**src/rtl/bypass_pkg.sv**
```systemverilog
package bypass_pkg;

    localparam int ILEN      = 32;
    localparam int OPC_W     = 4;
    localparam int OPC_LSB   = 28;
    localparam int FHI_LSB   = 24;
    localparam int FMID_LSB  = 20;
    localparam int FLO_LSB   = 0;
    localparam int FIELD_W   = 4;

    typedef enum logic [OPC_W-1:0] {
        OPC_ADD   = 4'b0000,
        OPC_NAND  = 4'b0001,
        OPC_ADDI  = 4'b0010,
        OPC_LOAD  = 4'b0011,
        OPC_STORE = 4'b0100,
        OPC_GOTO  = 4'b0101,
        OPC_JLINK = 4'b0110,
        OPC_HALT  = 4'b0111,
        OPC_SKIP  = 4'b1000,
        OPC_LADDR = 4'b1001
    } opc_e;

    typedef struct packed {
        logic consume_a;
        logic consume_b;
        logic b_from_hi;
    } src_use_t;

    function automatic src_use_t decode_use(input logic [OPC_W-1:0] op);
        src_use_t u;
        u = '0;
        case (op)
            OPC_ADD, OPC_NAND, OPC_SKIP: begin
                u.consume_a = 1'b1;
                u.consume_b = 1'b1;
            end
            OPC_STORE: begin
                u.consume_a = 1'b1;
                u.consume_b = 1'b1;
                u.b_from_hi = 1'b1;
            end
            OPC_ADDI, OPC_LOAD, OPC_JLINK: u.consume_a = 1'b1;
            default: u = '0;
        endcase
        return u;
    endfunction

endpackage

```
**src/rtl/bypass_src_decode.sv**
```systemverilog
module bypass_src_decode
    import bypass_pkg::*;
#(
    parameter int RW = 4
) (
    input  logic [ILEN-1:0] instr,
    output logic [RW-1:0]   addr_a,
    output logic [RW-1:0]   addr_b,
    output logic            use_a,
    output logic            use_b
);
    src_use_t             u;
    logic [OPC_W-1:0]     op;
    logic [FIELD_W-1:0]   f_hi, f_mid, f_lo;
    logic                 unused_imm;

    assign op         = instr[OPC_LSB +: OPC_W];
    assign f_hi       = instr[FHI_LSB +: FIELD_W];
    assign f_mid      = instr[FMID_LSB +: FIELD_W];
    assign f_lo       = instr[FLO_LSB +: FIELD_W];
    assign unused_imm = ^instr[FMID_LSB-1:FLO_LSB+FIELD_W];

    always_comb begin
        u      = decode_use(op);
        use_a  = u.consume_a;
        use_b  = u.consume_b;
        addr_a = RW'(f_mid);
        addr_b = u.b_from_hi ? RW'(f_hi) : RW'(f_lo);
    end

    // the store opcode must steer port B to the high field
    always_comb begin
        p_store_b_field_r1: assert (op != OPC_STORE || addr_b == RW'(f_hi))
            else $error("R1 store port B field");
    end
endmodule

```
**src/rtl/bypass_operand_mux.sv**
```systemverilog
module bypass_operand_mux #(
    parameter int XLEN = 32,
    parameter int RW   = 4,
    parameter int NSTG = 3
) (
    input  logic [RW-1:0]              addr,
    input  logic [XLEN-1:0]            rf_val,
    input  logic [NSTG-1:0][RW-1:0]    stg_dst,
    input  logic [NSTG-1:0]            stg_wen,
    input  logic [NSTG-1:0]            stg_block,
    input  logic [NSTG-1:0][XLEN-1:0]  stg_val,
    output logic [XLEN-1:0]            opnd
);
    logic [NSTG-1:0] qual;

    // index 0 is the youngest producer
    genvar g;
    generate
        for (g = 0; g < NSTG; g++) begin : g_qual
            assign qual[g] = stg_wen[g] && !stg_block[g] && (stg_dst[g] == addr);
        end
    endgenerate

    always_comb begin
        opnd = rf_val;
        for (int i = NSTG - 1; i >= 0; i--) begin
            if (qual[i]) opnd = stg_val[i];
        end
        if (addr == '0) opnd = '0;
    end

    always_comb begin
        p_zero_reg_r3: assert (addr != '0 || opnd == '0)
            else $error("R3 register 0 operand not zero");
        p_youngest_wins_r4: assert (addr == '0 || !qual[0] || opnd == stg_val[0])
            else $error("R4 youngest producer not selected");
        p_no_source_r9: assert (addr == '0 || qual != '0 || opnd == rf_val)
            else $error("R9 file value not passed");
    end
endmodule

```
**src/rtl/bypass_loaduse_detect.sv**
```systemverilog
module bypass_loaduse_detect #(
    parameter int RW = 4
) (
    input  logic [RW-1:0] addr_a,
    input  logic [RW-1:0] addr_b,
    input  logic          use_a,
    input  logic          use_b,
    input  logic [RW-1:0] ex_dst,
    input  logic          ex_wen,
    input  logic          ex_is_load,
    output logic          stall
);
    logic       pending;
    logic [1:0] hit;

    assign pending = ex_is_load & ex_wen & (|ex_dst);
    assign hit[0]  = use_a & (addr_a == ex_dst);
    assign hit[1]  = use_b & (addr_b == ex_dst);
    assign stall   = pending & (|hit);

    always_comb begin
        p_stall_needs_load_r7: assert (!stall || (ex_is_load && ex_wen))
            else $error("R7 stall without load");
        p_stall_not_zero_r3: assert (!stall || ex_dst != '0)
            else $error("R3 stall on register 0");
        p_stall_consumed_r8: assert (!stall || use_a || use_b)
            else $error("R8 stall with no consumed source");
    end
endmodule

```
**src/rtl/bypass_stall_unit.sv**
```systemverilog
module bypass_stall_unit
    import bypass_pkg::*;
#(
    parameter int XLEN  = 32,
    parameter int NREGS = 16,
    localparam int RW   = $clog2(NREGS),
    localparam int NSTG = 3
) (
    input  logic [ILEN-1:0] instr,
    input  logic [XLEN-1:0] rf_val_a,
    input  logic [XLEN-1:0] rf_val_b,
    input  logic [RW-1:0]   ex_dst,
    input  logic            ex_wen,
    input  logic            ex_is_load,
    input  logic [XLEN-1:0] ex_val,
    input  logic [RW-1:0]   mem_dst,
    input  logic            mem_wen,
    input  logic [XLEN-1:0] mem_val,
    input  logic [RW-1:0]   wb_dst,
    input  logic            wb_wen,
    input  logic [XLEN-1:0] wb_val,
    output logic [RW-1:0]   rd_addr_a,
    output logic [RW-1:0]   rd_addr_b,
    output logic [XLEN-1:0] opnd_a,
    output logic [XLEN-1:0] opnd_b,
    output logic            stall
);
    logic                        use_a, use_b;
    logic [NSTG-1:0][RW-1:0]     stg_dst;
    logic [NSTG-1:0]             stg_wen;
    logic [NSTG-1:0]             stg_block;
    logic [NSTG-1:0][XLEN-1:0]   stg_val;
    logic [1:0][RW-1:0]          port_addr;
    logic [1:0][XLEN-1:0]        port_rf;
    logic [1:0][XLEN-1:0]        port_opnd;

    assign stg_dst   = {wb_dst, mem_dst, ex_dst};
    assign stg_wen   = {wb_wen, mem_wen, ex_wen};
    assign stg_block = {1'b0, 1'b0, ex_is_load};
    assign stg_val   = {wb_val, mem_val, ex_val};

    bypass_src_decode #(.RW(RW)) u_dec (
        .instr (instr),
        .addr_a(rd_addr_a),
        .addr_b(rd_addr_b),
        .use_a (use_a),
        .use_b (use_b)
    );

    assign port_addr = {rd_addr_b, rd_addr_a};
    assign port_rf   = {rf_val_b, rf_val_a};

    genvar p;
    generate
        for (p = 0; p < 2; p++) begin : g_port
            bypass_operand_mux #(.XLEN(XLEN), .RW(RW), .NSTG(NSTG)) u_mux (
                .addr     (port_addr[p]),
                .rf_val   (port_rf[p]),
                .stg_dst  (stg_dst),
                .stg_wen  (stg_wen),
                .stg_block(stg_block),
                .stg_val  (stg_val),
                .opnd     (port_opnd[p])
            );
        end
    endgenerate

    assign opnd_a = port_opnd[0];
    assign opnd_b = port_opnd[1];

    bypass_loaduse_detect #(.RW(RW)) u_lu (
        .addr_a    (rd_addr_a),
        .addr_b    (rd_addr_b),
        .use_a     (use_a),
        .use_b     (use_b),
        .ex_dst    (ex_dst),
        .ex_wen    (ex_wen),
        .ex_is_load(ex_is_load),
        .stall     (stall)
    );

    // a load in execute must not be the value seen on port A
    always_comb begin
        p_load_not_bypassed_r6: assert (!(ex_is_load && ex_wen && ex_dst == rd_addr_a
                                          && rd_addr_a != '0 && !(mem_wen && mem_dst == rd_addr_a)
                                          && !(wb_wen && wb_dst == rd_addr_a))
                                        || opnd_a == rf_val_a)
            else $error("R6 load bypassed from execute");
    end
endmodule

```
**config.mk**
```make
export PLATFORM = sky130hd
export DESIGN_NAME = bypass_stall_unit
export DESIGN_NICKNAME = d
export VERILOG_FILES = /design/src/rtl/bypass_pkg.sv /design/src/rtl/bypass_src_decode.sv /design/src/rtl/bypass_operand_mux.sv /design/src/rtl/bypass_loaduse_detect.sv /design/src/rtl/bypass_stall_unit.sv
export SDC_FILE = /design/constraint.sdc
export NUM_CORES = 1
export LEC_CHECK = 0
export BUFFER_PORTS_ARGS = -buffer_cell sky130_fd_sc_hd__buf_2
export CORE_AREA = 10 10 101 103
export DETAILED_ROUTE_END_ITERATION = 8
export DIE_AREA = 0 0 111 113
export PLACE_DENSITY = 0.84
export SYNTH_ARGS = -nofsm -noshare
export SYNTH_HDL_FRONTEND = slang
export SYNTH_SLANG_ARGS = --single-unit
export TNS_END_PERCENT = 10
```
**constraint.sdc**
```tcl
create_clock -name vclk -period 10.85
set_clock_uncertainty 0.15 [all_clocks]
set_input_delay 2.7125 -clock vclk [all_inputs]
set_output_delay 2.7125 -clock vclk [all_outputs]
set_load 0.02 [all_outputs]
```
==> results by group <==
Run status
  • Status: finished clean

Detailed routing
  • Iteration-0 DRC Markers: 344
  • DR vias/cell: 5.91
  • Vias post-DR: 4285
  • Drt pass-1 iters: 7
  • Residual DRC: 0
  • Routed len/inst: 20.7 um
  • Post-DRT Antenna Nets: 0
  • Routed WL: 15.0 mm

Setup path
  • Critical path launch point type: input port
  • CP startpoint: instr[31]
  • Crit path max-delay family: simple AND/OR/NAND/NOR gates
  • CP Depth: 8
  • Worst path slowest cell: mux2i_1
  • Worst Path Max Fanout: 32
  • Largest stage delay on the critical path: 0.64 ns
  • Worst EP arrival: 5.75 ns
  • Worst path required time: 7.99 ns
  • Worst-path cell chain: buf_2 > nor4b_2 > mux2i_1 > xor2_1 > nand3_4 > mux2i_1 > o221ai_1 > buf_2
  • Buf+Inv Stages, Crit Path: 2
  • Crit path kind: input port to primary output
  • CP endpoint kind: primary output

Timing
  • RSZ-0062 raised after global routing: false
  • Final hold violation count: 0
  • Tcrit/Tclk final: 79.3%
  • Fmax: 116 MHz
  • Fin crit period: 8.61 ns
  • Slew headroom: 30.9%
  • WHS: 5.58 ns
  • Final setup fails: 0
  • Slew @ Worst Pin: 1.03 ns
  • Setup TNS: 0 ns
  • Slew Viols, Final: 0

Cells and area
  • Final Core Density: 49.4%
  • Final Net Count: 830
  • FF/Latch Area: 0 sq um
  • FFs & Latches: 0
  • Area growth from synthesis to layout: 49.3%
  • Final-layout fill cell count: 799
  • Ant diodes: 0
  • # clk buffers: 0
  • Layout cells sized above 1: 46.6%
  • Commonest non-fill, non-tap cell in the layout: buf_2
  • Most frequent cells in the layout: 265 x buf_2, 75 x nand2_1, 67 x mux2i_1

Yosys
  • Syn Std Cell Area: 2690 sq um
  • Post-synthesis sequential area ratio: 0%
  • Synth warnings: 0
  • Synth cell types: 36
  • Syn nets: 597
  • Synthesized instance count: 389
  • Avg Cell Area, Syn: 6.91 sq um

Clock network
  • CTS Hold Bufs: 0
  • Post-CTS setup buffer count: 0
  • Post-CTS sizing: 0

Floorplanning
  • Ports: 281
  • Die footprint: 12500 sq um
  • Initial Util: 33.1%
  • Core area: 8130 sq um
  • Die Ht: 113 um
  • Num rows: 33
  • Chip Width: 111 um

Placement
  • Number of port buffers: 265
  • GPL Wtd Cong: 0.954
  • Placed wire-length estimate: 12.1 mm

Pwr
  • PD cells: 47.3 nW/um^2
  • Static leakage: 2.17 nW
  • Total Power: 0.000190 W
  • VDD IR-drop max: 0.0000184 V

Global route
  • Largest net degree at the start of global routing: 65
  • Initial antenna violation count: 0
  • Vias in the first global route: 4436
  • Gr usage total: 21.1%
  • First-pass GRT wire length: 22.8 mm
  • Grt total ovfl: 0

Worst hold path
  • Worst Hold Launch: instr[22]
  • Worst hold path type: input port to primary output
  • Hold Path Stages: 2

Flow run
  • Max_cap viols: 0
==> synthesized netlist by cell type, drive strengths merged <==
cell | n | area share (%)
nand2b | 1 | 0.23
a22o | 32 | 10
o2111ai | 3 | 0.98
a221o | 2 | 0.74
mux2i | 68 | 26
a21oi | 2 | 0.37
o2bb2a | 1 | 0.74
nand4b | 2 | 0.65
nand2 | 75 | 10
and2 | 6 | 1.4
buf | 26 | 6.1
nor3 | 2 | 0.37
or2 | 4 | 0.93
a221oi | 2 | 0.88
o21ai | 32 | 6.0
and4 | 1 | 0.33
nor2 | 8 | 1.1
nor4 | 3 | 1.2
o221ai | 36 | 12
clkbuf | 18 | 2.5
xnor2 | 8 | 2.6
nand3 | 2 | 0.84
xor2 | 9 | 3.2
nor4b | 1 | 0.56
inv | 8 | 1.1
or4 | 1 | 0.28
nand4 | 35 | 8.1
or4b | 1 | 0.37
==> per-stage QoR <==
stage	setup WS, ns	area, sq um	cells
finish	2.24	4020	725
global route	1.93	4020	725
CTS	2.24	4020	725
detailed placement	2.24	4020	725
global placement	2.24	4020	725
floorplan	3.25	2690	389
==> path summary, 6_finish.rpt <==
kind	to
worst max-delay path	opnd_b[16]
worst min-delay path	rd_addr_a[2]
==> cell type report <==
class / instances / area [sq um] / share of cell area (%)
multi-input combinational: 337 / 2450 / 61.1
timing repair buffer: 275 / 1400 / 34.9
tap: 105 / 131 / 3.27
inverter: 8 / 30.0 / 0.748
==> logic make-up (layout without fill, tap and decap cells) <==
kind of cell    Yosys count  count (layout)  share of synthesized area, %
compound gates          110             110                          31.8
xor+xnor                 17              17                          5.82
buf+inv                  52             283                          9.73
mux                      68              68                          25.8
simple gates            142             142                          26.8
==> where the power goes <==
part / switching, W / total (W) / internal (W)
sequential: 0 / 0 / 0
clock: 0 / 0 / 0
combinational: 0.000110 / 0.000190 / 0.0000795
total: 0.000110 / 0.000190 / 0.0000795
==> routing by layer <==
metal	GRT usage, %	vias up	wire length (um)
met5	0	-	0
met4	5.99	0	347
met3	6.13	28	1440
met2	38.6	270	7650
met1	23.1	2015	5550
li1	-	1972	-
Note: power is estimated with default switching activity, not from simulation.
